[src/rtl/exc_commit_ctrl.sv]
module exc_commit_ctrl #(
  parameter int              SEQ_W      = 6,
  parameter int              AW         = 32,
  parameter int              SW         = 8,
  parameter int              TE_BIT     = 0,
  parameter int              IE_BIT     = 1,
  parameter int              INSN_BYTES = 4,
  parameter logic [AW-1:0]   VEC_BASE   = 32'h0000_1000,
  parameter logic [AW-1:0]   VEC_STEP   = 32'h0000_0100
) (
  input  logic             clk,
  input  logic             rst_n,
  input  logic             rep_valid,
  input  logic [SEQ_W-1:0] rep_seq,
  input  logic [2:0]       rep_code,
  input  logic [AW-1:0]    rep_pc,
  input  logic             rt_valid,
  input  logic [AW-1:0]    rt_pc,
  input  logic             rt_exc,
  input  logic [2:0]       rt_code,
  input  logic             rfi_req,
  input  logic             stat_we,
  input  logic [SW-1:0]    stat_wd,
  output logic             rt_commit,
  output logic [SEQ_W-1:0] head_seq,
  output logic             exc_taken,
  output logic [2:0]       take_code,
  output logic             redir_v,
  output logic [AW-1:0]    redir_pc,
  output logic             flush,
  output logic [SW-1:0]    stat,
  output logic [SW-1:0]    saved_stat,
  output logic [AW-1:0]    resume_pc
);
  localparam logic [2:0] C_SCALL = 3'd4;
  localparam logic [2:0] C_TRACE = 3'd7;
  localparam logic [SW-1:0] EN_MASK = SW'(1) << TE_BIT | SW'(1) << IE_BIT;

  logic [SEQ_W-1:0] head_q, pseq_q;
  logic             pv_q;
  logic [2:0]       pcode_q;
  logic [AW-1:0]    ppc_q;

  logic live, pend_due, rt_live, rt_fault, trace_hit, take, rfi_go, rep_win;
  logic [2:0]       sel_code;
  logic [AW-1:0]    sel_pc, sel_res, sel_vec;
  logic [SEQ_W-1:0] rep_age, pend_age;

  assign live      = !flush;
  assign pend_due  = pv_q && (pseq_q == head_q) && live;
  assign rt_live   = rt_valid && live;
  assign rt_fault  = rt_live && rt_exc;
  assign rt_commit = rt_live && !rt_exc && !pend_due;
  assign trace_hit = rt_commit && stat[TE_BIT];
  assign take      = pend_due || rt_fault || trace_hit;
  assign rfi_go    = rfi_req && live && !take;

  assign rep_age  = rep_seq - head_q;
  assign pend_age = pseq_q - head_q;
  assign rep_win  = rep_valid && live && !take && !rfi_go &&
                    (!pv_q || rep_age < pend_age);

  always_comb begin
    if (pend_due && rt_fault) begin
      sel_code = (rt_code < pcode_q) ? rt_code : pcode_q;
      sel_pc   = ppc_q;
    end else if (pend_due) begin
      sel_code = pcode_q;
      sel_pc   = ppc_q;
    end else if (rt_fault) begin
      sel_code = rt_code;
      sel_pc   = rt_pc;
    end else begin
      sel_code = C_TRACE;
      sel_pc   = rt_pc;
    end
  end

  assign sel_res = (sel_code == C_SCALL || sel_code == C_TRACE) ?
                   sel_pc + AW'(INSN_BYTES) : sel_pc;
  assign sel_vec = VEC_BASE + (AW'(sel_code) + AW'(1)) * VEC_STEP;

  assign head_seq = head_q;

  always_ff @(posedge clk) begin
    if (!rst_n) begin
      head_q     <= '0;
      pv_q       <= 1'b0;
      pseq_q     <= '0;
      pcode_q    <= '0;
      ppc_q      <= '0;
      exc_taken  <= 1'b0;
      take_code  <= '0;
      redir_v    <= 1'b0;
      redir_pc   <= '0;
      flush      <= 1'b0;
      stat       <= '0;
      saved_stat <= '0;
      resume_pc  <= '0;
    end else begin
      exc_taken <= take;
      redir_v   <= take || rfi_go;
      flush     <= take || rfi_go;
      if (rt_commit) head_q <= head_q + SEQ_W'(1);
      if (take) begin
        take_code  <= sel_code;
        redir_pc   <= sel_vec;
        resume_pc  <= sel_res;
        saved_stat <= stat;
        stat       <= stat & ~EN_MASK;
        pv_q       <= 1'b0;
      end else if (rfi_go) begin
        redir_pc <= resume_pc;
        stat     <= saved_stat;
        pv_q     <= 1'b0;
      end else begin
        if (stat_we) stat <= stat_wd;
        if (rep_win) begin
          pv_q    <= 1'b1;
          pseq_q  <= rep_seq;
          pcode_q <= rep_code;
          ppc_q   <= rep_pc;
        end
      end
    end
  end
endmodule


[config.mk]
export PLATFORM = sky130hd
export DESIGN_NAME = exc_commit_ctrl
export DESIGN_NICKNAME = d
export VERILOG_FILES = /design/src/rtl/exc_commit_ctrl.sv
export SDC_FILE = /design/constraint.sdc
export NUM_CORES = 1
export LEC_CHECK = 0
export ABC_AREA = 1
export BUFFER_PORTS_ARGS = -buffer_cell sky130_fd_sc_hd__buf_2
export CAP_MARGIN = 20
export CORE_ASPECT_RATIO = 1.4
export CORE_UTILIZATION = 50
export DETAILED_ROUTE_END_ITERATION = 8
export MAX_ROUTING_LAYER = met4
export PLACE_DENSITY = 0.79
export SLEW_MARGIN = 20
export SYNTH_ARGS = -nofsm -noshare
export SYNTH_HDL_FRONTEND = slang
export SYNTH_SLANG_ARGS = --single-unit
[constraint.sdc]
create_clock -name clk -period 3.4 [get_ports clk]
set_input_delay 0.68 -clock clk [delete_from_list [all_inputs] [get_ports clk]]
set_output_delay 0.68 -clock clk [all_outputs]
set_load 0.005 [all_outputs]
==> PnR_summary.wiki, run 1 <==
{| class="wikitable"
! Metric !! Value
|-
| Run status || complete, no violations
|-
| Clock Sinks || 133
|-
| Final number of max-transition violations || 0
|-
| Combined buffer and inverter count along the critical path || 2
|-
| Global placement routability congestion || 0.951
|-
| Launch instance of the worst min-delay path || redir_pc[1]
|-
| Root buffer cell || sky130_fd_sc_hd__clkbuf_16
|-
| Number of nets with antenna violations after detailed routing || 0
|-
| Setup TNS || 0 ps
|-
| Congestion Overflow GR || 0
|-
| Number of endpoints with negative hold slack in the final report || 0
|-
| Share of synthesized area occupied by flip-flops and latches || 38.6%
|-
| Number of antenna cells inserted || 0
|-
| Port-buffer cells || 183
|-
| Fraction of layout instances using a drive strength above 1 || 25.1%
|-
| DRT iter0 DRCs || 435
|-
| Power dissipated by switching net loads || 1.34 mW
|-
| Most prevalent standard cell on the critical path || sky130_fd_sc_hd__nand2_1
|-
| Final std cells w/o fill || 1366
|-
| Setup-violating endpoint count in the final report || 0
|-
| Share of the synthesized area in the top cell type || 38.6%
|-
| Slew of the pin with the lowest slew margin || 523 ps
|-
| Endpoint of the lowest-slack register-to-register path || ppc_q[15]
|-
| Synthesized flop and latch total || 133
|-
| 1st-pass router iterations || 5
|-
| Number of cells on the worst hold path || 2
|-
| Synthesized instance count || 986
|-
| MaxCap Viol Count || 0
|-
| Via count || 6966
|-
| Most used flip-flop cell after synthesis || sky130_fd_sc_hd__dfxtp_1
|-
| Die height || 141 µm
|-
| Critical-path top delay cell || sky130_fd_sc_hd__dfxtp_1
|-
| Switching Fraction || 30.0%
|-
| Leak pwr || 4.16 nW
|-
| Fraction of registers with async set/reset || 0%
|-
| Library cells used by synthesis || 44
|-
| Number of DRC violations after detailed routing || 0
|-
| Placement row count || 50
|-
| Power per cell area || 516 nW/µm²
|-
| R2r setup slk || 200 ps
|-
| Biggest area contributors in the synthesized netlist || sky130_fd_sc_hd__dfxtp_1 39%, sky130_fd_sc_hd__nand2_1 14%, sky130_fd_sc_hd__nor2_1 5.6%, sky130_fd_sc_hd__inv_1 5.5%, sky130_fd_sc_hd__o21ai_0 5.1%
|-
| Number of synthesized flops with an enable pin || 0
|-
| CP top delay family || compound AO/OA/AOI/OAI gates
|-
| CP Launch Type || register
|-
| Class of the tightest hold or removal check || register to register
|-
| Endpoint required time on the critical path || 3730 ps
|-
| Area of the multi-input gates || 3630 µm²
|-
| Worst-path maximum fanout || 42
|-
| Syn_nets || 1102
|-
| Maximum cell stage delay along the critical path || 340 ps
|-
| Startpoint-to-endpoint class of the critical path || register to register
|-
| Initial antenna violation count || 0
|-
| Library cell with the largest summed area after synthesis || sky130_fd_sc_hd__dfxtp_1
|-
| Data arrival at the endpoint of the critical path || 3530 ps
|-
| Clock skew after layout || 10.5 ps
|-
| Area of the core region || 13400 µm²
|-
| Placed Cells || 1331
|-
| Startpoint of the worst register-to-register path || head_seq[2]
|-
| Count of fill cells added during filler insertion || 1302
|-
| Crit share post-route || 94.0%
|-
| Wire length of the first global-routing pass || 30200 µm
|-
| Total Nets Final || 1287
|-
| Initial Util || 51.5%
|-
| Clock transition at the register clock pins on the worst setup and hold paths after CTS || 60 ps
|-
| FMAX || 0.313 GHz
|-
| Worst hold endpoint || redir_pc[1]
|-
| Nature of the critical path endpoint || register
|-
| Detail-routed via count per cell || 5.10
|-
| Via count of the first global-routing pass || 6158
|-
| Maximum number of pins on one net before global-route repair || 58
|-
| Sequential share of power || 39.4%
|-
| Worst path cell trace || inv_1, ha_1, nand2_1, nor2_1, a211oi_1, nor2_1, o21ai_0, nand2_1, xor2_1, ha_1, nand2_1, nor2_1, o21ai_0, o211ai_1, nand2_1, nand2_2, buf_12, o21ai_0, a21oi_1
|-
| I/O pin cnt || 184
|-
| Number of buffers on the longest clock path || 2
|-
| Netlist Area Pre-Place || 6890 µm²
|-
| RSZ-0062 raised after global routing || false
|-
| Number of hold buffers added after CTS || 0
|-
| Time the worst path needs with I/O delays and setup || 3200 ps
|-
| Clock tree from TritonCTS || done
|-
| Clock share of power || 41.1%
|-
| Overall routing resource usage || 28.0%
|-
| Die ar. || 14300 µm²
|-
| Internal power component || 3.13 mW
|-
| Count of yosys warnings during synthesis || 0
|-
| TritonCTS buffer count || 17
|-
| Worst max-slew margin expressed relative to the limit || 65.1%
|-
| Syn Area/Cell || 6.99 µm²
|-
| Horizontal die dimension || 101 µm
|-
| Worst hold margin || 458 ps
|-
| Share of power burned in combinational logic || 19.6%
|-
| Storage element area || 2660 µm²
|-
| Routed length per placed instance || 14.1 µm
|-
| Area growth, synth to finish || 25.5%
|-
| H-tree depth || 4
|-
| Worst-case reg-to-reg path depth || 19
|-
| Worst supply voltage drop on vdd || 304 µV
|-
| Post-detailed-placement half-perimeter wirelength || 14600 µm
|-
| Clock latency of the later-clocked register in the worst-skew pair || 420 ps
|-
| Final WL || 19300 µm
|}
state kept, by name, summed over array words and instances, names as in the netlist:
signal,cells
ppc_q,32
redir_pc,32
resume_pc,32
saved_stat,8
stat,8
head_seq,6
pseq_q,6
pcode_q,3
take_code,3
exc_taken,1
flush,1
pv_q,1
power groups by stage:
stage	registers [mW]	logic (mW)	clock network, mW
floorplan	1.78	0.564	0
global placement	1.79	0.845	0
detailed placement	1.79	0.854	0
CTS	1.76	0.861	1.85
global route	1.77	0.981	1.93
finish	1.76	0.873	1.83
through the flow:
step / utilization (%) / total power, mW / instance area [µm²] / worst slack [ps]
6_report: 64.6 / 4.46 / 8650 / 204
5_1_grt: 64.6 / 4.68 / 8650 / 26.7
4_1_cts: 64.3 / 4.47 / 8610 / 157
3_5_place_dp: 59.9 / 2.64 / 8020 / -22.8
3_3_place_gp: 59.9 / 2.63 / 8020 / 133
2_1_floorplan: - / 2.34 / 6890 / 368
worst max-delay path by stage:
| stage | start | end | cells past startpoint |
|---|---|---|---|
| final | head_seq[2] | ppc_q[15] | 19 |
| after floorplan | rep_seq[2] | pcode_q[0] | 17 |
| after CTS | head_seq[1] | resume_pc[31] | 19 |
| after global placement | rep_seq[2] | ppc_q[10] | 19 |
| after global routing | head_seq[1] | resume_pc[31] | 19 |
| after detailed placement | rep_seq[2] | ppc_q[11] | 19 |
worst reg2reg max path: cells and delay by family (launching register included):
| kind | cells | cell delay, ps |
|---|---|---|
| buffers and inverters | 2 | 330 |
| xor gates and xnor gates | 1 | 150 |
| AOI/OAI and AO/OA | 6 | 940 |
| and+or+nand+nor | 8 | 720 |
| DFF | 1 | 340 |
| adders and majority gates | 2 | 640 |
cell type report:
class                   instances  area share, %
flip-flops and latches        133           30.8
well taps                     182           2.63
multi-input cells             702           42.0
inverters                     108           4.69
clock buffers                  19           5.12
clock inverters                13           1.69
repair buffers                209           13.1
cells in the mapped netlist (2+ instances only):
library cell               number
sky130_fd_sc_hd__clkinv_1       2
sky130_fd_sc_hd__a31oi_1        4
sky130_fd_sc_hd__xnor2_1        4
sky130_fd_sc_hd__buf_2          6
sky130_fd_sc_hd__nand4_1       17
sky130_fd_sc_hd__dfxtp_1      133
sky130_fd_sc_hd__nand2_2       12
sky130_fd_sc_hd__xor2_1        10
sky130_fd_sc_hd__nand2_1      255
sky130_fd_sc_hd__inv_1        101
sky130_fd_sc_hd__o22ai_1       10
sky130_fd_sc_hd__a21oi_2        2
sky130_fd_sc_hd__nand3_1       50
sky130_fd_sc_hd__a21oi_1       64
sky130_fd_sc_hd__a22o_1         2
sky130_fd_sc_hd__clkbuf_1      27
sky130_fd_sc_hd__fa_1           2
sky130_fd_sc_hd__buf_4          2
sky130_fd_sc_hd__o21ai_0       70
sky130_fd_sc_hd__a211oi_1      14
sky130_fd_sc_hd__nor3_1         4
sky130_fd_sc_hd__nor2_4         3
sky130_fd_sc_hd__nand3_2        2
sky130_fd_sc_hd__o21ai_4        3
sky130_fd_sc_hd__o21ai_1       10
sky130_fd_sc_hd__buf_6          6
sky130_fd_sc_hd__o211ai_1       3
sky130_fd_sc_hd__buf_1          2
sky130_fd_sc_hd__o21ai_2       10
sky130_fd_sc_hd__ha_1          23
sky130_fd_sc_hd__nor2_2        13
sky130_fd_sc_hd__nand3b_1       2
sky130_fd_sc_hd__inv_2          5
sky130_fd_sc_hd__nor2_1       103
kinds of logic (layout without fill, tap and decap cells):
group	after synthesis	in the layout	synth area share [%]
AOI/OAI and AO/OA	196	196	16.5
muxes	1	1	0.145
buffers and inverters	151	349	9.09
xor gates and xnor gates	14	14	1.78
DFF	133	133	38.6
adders and majority gates	25	25	4.76
and+or+nand+nor	466	466	29.1
per-layer routing:
| layer | part of all wire (%) | vias to the layer above | track usage [%] |
|---|---|---|---|
| met5 | 0 | - | - |
| li1 | - | 3565 | - |
| met3 | 5.2 | 37 | 4.91 |
| met4 | 2.6 | 0 | 11.1 |
| met1 | 43 | 3136 | 34.1 |
| met2 | 49 | 228 | 45.6 |
cell usage in the layout, fill, tap and decap left out, drive strengths merged, types with 14 or more instances in the layout:
cell type and n:
nand2 268, buf 209, dfxtp 133, nor2 119, inv 111, o21ai 93, a21oi 66, nand3 53
ha 23, clkbuf 19, nand4 17, a211oi 14
repair_timing:
action / CTS / global route
resized for setup: 0 / 5
setup buffers: 0 / 3
setup endpoints to repair: 0 / 21
No activity file was read; power rests on OpenSTA's default activity.
==> run 2: changes to the inputs <==
--- a/config.mk
+++ b/config.mk
@@ -9,10 +9,10 @@
 export BUFFER_PORTS_ARGS = -buffer_cell sky130_fd_sc_hd__buf_2
 export CAP_MARGIN = 20
 export CORE_ASPECT_RATIO = 1.4
-export CORE_UTILIZATION = 50
+export CORE_UTILIZATION = 48
 export DETAILED_ROUTE_END_ITERATION = 8
 export MAX_ROUTING_LAYER = met4
-export PLACE_DENSITY = 0.79
+export PLACE_DENSITY = 0.8
 export SLEW_MARGIN = 20
 export SYNTH_ARGS = -nofsm -noshare
 export SYNTH_HDL_FRONTEND = slang
==> constraint.sdc (replaced) <==
create_clock -name clk -period 2.6 [get_ports clk]
set_input_delay 0.52 -clock clk [delete_from_list [all_inputs] [get_ports clk]]
set_output_delay 0.52 -clock clk [all_outputs]
set_load 0.005 [all_outputs]
==> run 2 against run 1 <==
Net effect: the flow now finishes with violations (negative setup slack); critical path depth is 1 lower; count of clock-buffer cells in the layout is 2 lower; via count is 15% higher; largest cell class unchanged; critical endpoint is now ppc_q[4].
==> PnR_summary.wiki, run 2 (synthesis results as in run 1) <==
{| class="wikitable"
! Metric !! Value
|-
| Nature of the critical path endpoint || register
|-
| FMAX || 0.339 GHz (+8.2%)
|-
| Total Power Consumption || 6.38 mW (+43%)
|-
| I/O pin cnt || 184 (unchanged)
|-
| Via count of the first global-routing pass || 6872 (+12%)
|-
| Crit share post-route || 114% (+20 points)
|-
| Worst-path maximum fanout || 9 (-79%)
|-
| Clock tree from TritonCTS || done
|-
| Final setup margin || -354 ps (-557 ps)
|-
| Die height || 144 µm (+2.0%)
|-
| Wire length of the first global-routing pass || 32900 µm (+9.1%)
|-
| Setup TNS || -13630 ps (-13630 ps)
|-
| Global placement routability congestion || 0.935 (-1.7%)
|-
| Storage element area || 2670 µm² (+0.42%)
|-
| Clock skew after layout || 13.2 ps (+2.72 ps)
|-
| Area growth, synth to finish || 51.2%
|-
| Number of DRC violations after detailed routing || 0 (unchanged)
|-
| Congestion Overflow GR || 0 (unchanged)
|-
| MaxCap Viol Count || 0 (unchanged)
|-
| Routed length per placed instance || 17.1 µm (+21%)
|-
| Number of hold buffers added after CTS || 0 (unchanged)
|-
| Worst supply voltage drop on vdd || 393 µV (+29%)
|-
| Port-buffer cells || 183 (unchanged)
|-
| Root buffer cell || sky130_fd_sc_hd__clkbuf_16
|-
| Time the worst path needs with I/O delays and setup || 2950 ps (-243 ps)
|-
| Via count || 8027 (+15%)
|-
| Final core occ || 74.6% (+10 points)
|-
| Top library cells by usage in the layout, fill and taps aside || 222 x sky130_fd_sc_hd__nand2_1, 182 x sky130_fd_sc_hd__buf_2, 128 x sky130_fd_sc_hd__dfxtp_1, 89 x sky130_fd_sc_hd__inv_1, 82 x sky130_fd_sc_hd__buf_4
|-
| Failing checks || negative setup slack
|-
| Total Nets Final || 1378 (+7.1%)
|-
| Setup-violating endpoint count in the final report || 71 (+71)
|-
| Fraction of layout instances using a drive strength above 1 || 42.1% (+17 points)
|-
| Maximum number of pins on one net before global-route repair || 58 (unchanged)
|-
| Area of the multi-input gates || 4390 µm² (+21%)
|-
| CP Launch Type || register
|-
| Area of the core region || 14000 µm² (+4.4%)
|-
| Most common cell after layout, fill and taps aside || sky130_fd_sc_hd__nand2_1
|-
| Placement row count || 51 (+2.0%)
|-
| Number of nets with antenna violations after detailed routing || 0 (unchanged)
|-
| Run status || complete, but fails checks
|-
| DRT iter0 DRCs || 583 (+34%)
|-
| Biggest registers after layout || ppc_q (32), redir_pc (32), resume_pc (32)
|-
| Endpoint required time on the critical path || 2910 ps (-820 ps)
|-
| Leak pwr || 4.80 nW (+15%)
|-
| Data arrival at the endpoint of the critical path || 3260 ps (-270 ps)
|-
| Number of buffers on the longest clock path || 2 (unchanged)
|-
| Clock latency of the later-clocked register in the worst-skew pair || 430 ps (about the same)
|-
| Number of endpoints with negative hold slack in the final report || 0 (unchanged)
|-
| Slew of the pin with the lowest slew margin || 638 ps (+115 ps)
|-
| Horizontal die dimension || 103 µm (+2.0%)
|-
| Initial antenna violation count || 3 (+3)
|-
| Post-detailed-placement half-perimeter wirelength || 15700 µm (+7.9%)
|-
| Worst max-slew margin expressed relative to the limit || 57.4% (-7.7 points)
|-
| 1st-pass router iterations || 6 (+1)
|-
| Clock transition at the register clock pins on the worst setup and hold paths after CTS || 70 ps (about the same)
|-
| Startpoint-to-endpoint class of the critical path || register to register
|-
| Die ar. || 14900 µm² (+4.1%)
|-
| TritonCTS buffer count || 17 (unchanged)
|-
| Class of the tightest hold or removal check || primary input to register
|-
| Final WL || 25000 µm (+30%)
|-
| Initial Util || 49.3% (-2.2 points)
|-
| Clock Sinks || 133 (unchanged)
|-
| Worst hold margin || 327 ps (-132 ps)
|-
| RSZ-0062 raised after global routing || true
|-
| Count of fill cells added during filler insertion || 994 (-24%)
|-
| Overall routing resource usage || 30.3% (+2.3 points)
|-
| Detail-routed via count per cell || 5.49 (+7.6%)
|-
| Power per cell area || 612 nW/µm² (+19%)
|-
| H-tree depth || 4 (unchanged)
|-
| Final number of max-transition violations || 0 (unchanged)
|}
## run 2: changes by cell type in the layout (fill, tap and decap cells not counted), moves of 22 or more
cell	change
sky130_fd_sc_hd__buf_4	+58
sky130_fd_sc_hd__nand2_2	+26
sky130_fd_sc_hd__o21ai_0	-44
sky130_fd_sc_hd__o21ai_1	+30
sky130_fd_sc_hd__nand2_1	-33
sky130_fd_sc_hd__nor2_4	+22
sky130_fd_sc_hd__nor2_1	-31
## run 2: report_power, final
| group | internal, mW | switching [mW] |
|---|---|---|
| clock | 1.26 | 1.07 |
| sequential | 2.20 | 0.115 |
| combinational | 0.761 | 0.977 |
## run 2: path summary, 6_finish.rpt
check               start      endpoint  slack [ps]  depth (start not counted)
max reg2reg   head_seq[2]      ppc_q[4]        -350                         18
max           head_seq[2]      ppc_q[4]        -350                         18
min            rep_pc[18]     ppc_q[18]         330                          3
min reg2reg  redir_pc[22]  redir_pc[22]         460                          2
## run 2: final cells by class
class	instances	area share, %
inverters	108	4.20
repair inverters	1	0.108
multi-input cells	703	42.2
clock buffers	17	4.08
diodes	3	0.0720
clock inverters	15	1.31
flip-flops and latches	133	25.7
repair buffers	298	20.2
well taps	185	2.22
## run 2: metal layers
metal  track usage [%]  part of all wire, %  vias up
li1                  -                    -     3781
met1              33.7                   37     3722
met2              51.4                   50      396
met3              4.91                  5.9      128
met4              16.0                  6.3        0
met5                 -                    0        -
## run 2: through the flow
step / cell area (µm²) / setup WS, ps / instances
after floorplan: 7100 / -74.1 / 986
after global placement: 8640 / -368 / 1392
after detailed placement: 8640 / -450 / 1392
after CTS: 9520 / -115 / 1431
after global routing: 10400 / -529 / 1463
final: 10400 / -354 / 1463
## run 2: critical path, stage by stage (launching register included)
cell	delay, ps
sky130_fd_sc_hd__dfxtp_2	360
sky130_fd_sc_hd__inv_4	60
sky130_fd_sc_hd__ha_4	230
sky130_fd_sc_hd__a21oi_1	230
sky130_fd_sc_hd__nand2_1	90
sky130_fd_sc_hd__nand2_1	90
sky130_fd_sc_hd__nand2_1	80
sky130_fd_sc_hd__a21oi_2	150
sky130_fd_sc_hd__xor2_1	170
sky130_fd_sc_hd__ha_1	260
sky130_fd_sc_hd__nand2_1	100
sky130_fd_sc_hd__nor2_1	50
sky130_fd_sc_hd__o21ai_1	70
sky130_fd_sc_hd__o211ai_1	110
sky130_fd_sc_hd__nand2_2	120
sky130_fd_sc_hd__nand2_4	120
sky130_fd_sc_hd__buf_6	190
sky130_fd_sc_hd__o21ai_0	250
sky130_fd_sc_hd__nor2_1	80
## run 2: repair_timing
item | in CTS | in global routing
endpoints found under the setup margin | 60 | 86
resized for setup | 62 | 168
setup buffers | 3 | 25
pin swaps | 19 | 38
cloned | 4 | 4
==> run 3: changes to the inputs <==
--- a/config.mk
+++ b/config.mk
@@ -9,10 +9,11 @@
 export BUFFER_PORTS_ARGS = -buffer_cell sky130_fd_sc_hd__buf_2
 export CAP_MARGIN = 20
 export CORE_ASPECT_RATIO = 1.4
+export CORE_MARGIN = 2
 export CORE_UTILIZATION = 48
 export DETAILED_ROUTE_END_ITERATION = 8
 export MAX_ROUTING_LAYER = met4
-export PLACE_DENSITY = 0.8
+export PLACE_DENSITY = 0.77
 export SLEW_MARGIN = 20
 export SYNTH_ARGS = -nofsm -noshare
 export SYNTH_HDL_FRONTEND = slang
==> run 3 against run 2 <==
Net effect: the flow still finishes with violations (negative setup slack); wire length rose by 1.3%; final area is 0.97% higher; critical path depth up 1; global-route usage down 1.8 points; non-clock buffer count grew 10; combinational power is 3% lower; clock power up 3%; setup slack gained 130 ps; final cell count is 0.48% higher; total power up 0.53%; die area up 3.4%; critical path type unchanged.
==> PnR_summary.wiki, run 3 (synthesis results as in run 1) <==
{| class="wikitable"
! Metric !! Value
|-
| RSZ-0062 raised after global routing || true
|-
| Area of the core region || 14000 µm² (unchanged)
|-
| Clock skew after layout || 13.6 ps (+0.400 ps)
|-
| Root buffer cell || sky130_fd_sc_hd__clkbuf_16
|-
| I/O pin cnt || 184 (unchanged)
|-
| Clock latency of the later-clocked register in the worst-skew pair || 430 ps (about the same)
|-
| Number of DRC violations after detailed routing || 0 (unchanged)
|-
| 1st-pass router iterations || 5 (-1)
|-
| Power per cell area || 609 nW/µm² (-0.44%)
|-
| Worst supply voltage drop on vdd || 410 µV (+4.2%)
|-
| Startpoint-to-endpoint class of the critical path || register to register
|-
| Detail-routed via count per cell || 5.47 (-0.32%)
|-
| Placement row count || 51 (unchanged)
|-
| Die ar. || 15400 µm² (+3.4%)
|-
| Failing checks || negative setup slack
|-
| Class of the tightest hold or removal check || primary input to register
|-
| Clock tree from TritonCTS || done
|-
| Leak pwr || 4.84 nW (+0.87%)
|-
| Data arrival at the endpoint of the critical path || 3180 ps (-80 ps)
|-
| Startpoint of the worst register-to-register path || head_seq[0]
|-
| Number of endpoints with negative hold slack in the final report || 0 (unchanged)
|-
| Number of nets with antenna violations after detailed routing || 0 (unchanged)
|-
| Number of cells on the worst hold path || 3 (unchanged)
|-
| Total length of routed met2 wires || 12600 µm (about the same)
|-
| MaxCap Viol Count || 0 (unchanged)
|-
| Top layer reached by signal wires || met4
|-
| Number of hold buffers added after CTS || 0 (unchanged)
|-
| FMAX || 0.354 GHz (+4.4%)
|-
| Final std cells w/o fill || 1470 (+0.48%)
|-
| Clock Sinks || 133 (unchanged)
|-
| Via count || 8040 (+0.16%)
|-
| Slew of the pin with the lowest slew margin || 695 ps (+56.3 ps)
|-
| Crit share post-route || 109% (-4.8 points)
|-
| Global placement routability congestion || 0.971 (+3.9%)
|-
| Endpoint required time on the critical path || 2950 ps (+40 ps)
|-
| Port-buffer cells || 183 (unchanged)
|-
| R2r setup slk || -230 ps (+130 ps)
|-
| Fraction of layout instances using a drive strength above 1 || 43.0% (+0.87 points)
|-
| Setup-violating endpoint count in the final report || 68 (-4.2%)
|-
| Wire length of the first global-routing pass || 34100 µm (+3.7%)
|-
| Most common cell after layout, fill and taps aside || sky130_fd_sc_hd__nand2_1
|-
| Total Power Consumption || 6.41 mW (+0.53%)
|-
| Final setup margin || -229 ps (+125 ps)
|-
| Number of buffers on the longest clock path || 2 (unchanged)
|-
| H-tree depth || 4 (unchanged)
|-
| Maximum number of pins on one net before global-route repair || 58 (unchanged)
|-
| Detail Route met3 WL || 1790 µm (+22%)
|-
| Endpoint of the lowest-slack register-to-register path || ppc_q[2]
|-
| Final number of max-transition violations || 0 (unchanged)
|-
| Initial Util || 49.3% (unchanged)
|-
| Clock transition at the register clock pins on the worst setup and hold paths after CTS || 70 ps (about the same)
|-
| Time the worst path needs with I/O delays and setup || 2830 ps (-125 ps)
|-
| Worst slack at placement || -473 ps (-23.7 ps)
|-
| Final WL || 25300 µm (+1.3%)
|-
| Total Nets Final || 1387 (+0.65%)
|-
| Top library cells by usage in the layout, fill and taps aside || 214 x sky130_fd_sc_hd__nand2_1, 183 x sky130_fd_sc_hd__buf_2, 128 x sky130_fd_sc_hd__dfxtp_1, 96 x sky130_fd_sc_hd__buf_4, 92 x sky130_fd_sc_hd__inv_1
|-
| CP Launch Type || register
|-
| Wire length on met1 || 9190 µm (-1.4%)
|-
| Nature of the critical path endpoint || register
|-
| Worst-path maximum fanout || 20 (+11)
|-
| Worst-case reg-to-reg path depth || 19 (+1)
|-
| Count of fill cells added during filler insertion || 1011 (+1.7%)
|-
| Initial antenna violation count || 0 (-3)
|-
| Worst hold endpoint || ppc_q[26]
|-
| DRT iter0 DRCs || 646 (+11%)
|-
| Overall routing resource usage || 28.5% (-1.8 points)
|-
| Routed length per placed instance || 17.2 µm (+0.82%)
|-
| Die height || 146 µm (+1.4%)
|-
| Post-detailed-placement half-perimeter wirelength || 16100 µm (+2.6%)
|-
| Congestion Overflow GR || 0 (unchanged)
|-
| Launch instance of the worst min-delay path || rep_pc[26]
|-
| Horizontal die dimension || 105 µm (+1.9%)
|-
| Worst max-slew margin expressed relative to the limit || 53.7% (-3.8 points)
|-
| Placed Cells || 1403 (+0.79%)
|-
| TritonCTS buffer count || 17 (unchanged)
|-
| Via count of the first global-routing pass || 7057 (+2.7%)
|-
| Run status || complete, but fails checks
|-
| Area growth, synth to finish || 52.7%
|-
| Biggest registers after layout || ppc_q (32), redir_pc (32), resume_pc (32)
|}
run 3: layer usage:
metal | global-route usage (%) | up-vias
met5 | - | -
met4 | 10.2 | 0
met3 | 4.21 | 150
met2 | 50.3 | 426
met1 | 32.5 | 3682
li1 | - | 3782
run 3: worst max path at each step:
stage                      endpoint  slack, ps         from
final                      ppc_q[2]       -230  head_seq[0]
after floorplan           pseq_q[2]        -70   rep_seq[2]
after CTS                 ppc_q[13]       -160  head_seq[2]
after global routing       ppc_q[0]       -470  head_seq[0]
after detailed placement   ppc_q[4]       -470   rep_seq[1]
after global placement    pseq_q[2]       -340   rep_seq[0]
run 3: timing repair:
action                                  4_1_cts  5_1_grt
gates cloned                                  0        5
resized for setup                            48      193
setup buffers                                 7       22
endpoints found under the setup margin       62       85
pin swaps                                    13       57
run 3: final cells by class:
| class | instances | area (µm²) | area share, % |
|---|---|---|---|
| multi-input combinational | 703 | 4490 | 42.7 |
| sequential | 133 | 2670 | 25.4 |
| timing repair buffer | 308 | 2100 | 19.9 |
| inverter | 108 | 442 | 4.20 |
| clock buffer | 17 | 425 | 4.04 |
| tap | 185 | 231 | 2.20 |
| clock inverter | 15 | 159 | 1.51 |
| antenna | 1 | 2.50 | 0.0238 |
run 3: report_power, final:
part | total (mW) | internal, mW | leakage, nW | switching (mW)
Sequential | 2.31 | 2.20 | 1.09 | 0.108
Clock | 2.41 | 1.36 | 0.281 | 1.05
Combinational | 1.69 | 0.720 | 3.47 | 0.974
Total | 6.41 | 4.28 | 4.84 | 2.13
run 3: critical path, stage by stage (launching register included):
cell                       delay (ps)
sky130_fd_sc_hd__dfxtp_2          350
sky130_fd_sc_hd__buf_4            120
sky130_fd_sc_hd__ha_4             140
sky130_fd_sc_hd__inv_1             60
sky130_fd_sc_hd__fa_2             370
sky130_fd_sc_hd__a21oi_2          160
sky130_fd_sc_hd__nor2_1            60
sky130_fd_sc_hd__nor2_1           110
sky130_fd_sc_hd__xnor2_1          140
sky130_fd_sc_hd__ha_1             270
sky130_fd_sc_hd__nand2_2           80
sky130_fd_sc_hd__nor2_1            40
sky130_fd_sc_hd__o21ai_1           70
sky130_fd_sc_hd__o211ai_1         120
sky130_fd_sc_hd__nand2_2          130
sky130_fd_sc_hd__nand2_4          110
sky130_fd_sc_hd__buf_12           180
sky130_fd_sc_hd__inv_16           100
sky130_fd_sc_hd__nor2_2            50
sky130_fd_sc_hd__nor2_1           110
run 3: through the flow:
step	instance area (µm²)	hold WS, ps	TNS (ps)	util, %
after detailed placement	8690	439	-20480	62.2
final	10500	329	-11090	75.3
after global routing	10500	354	-23550	75.3
after CTS	9500	342	-5060	68.0
after floorplan	7100	431	-1960	-
after global placement	8690	438	-15150	62.2
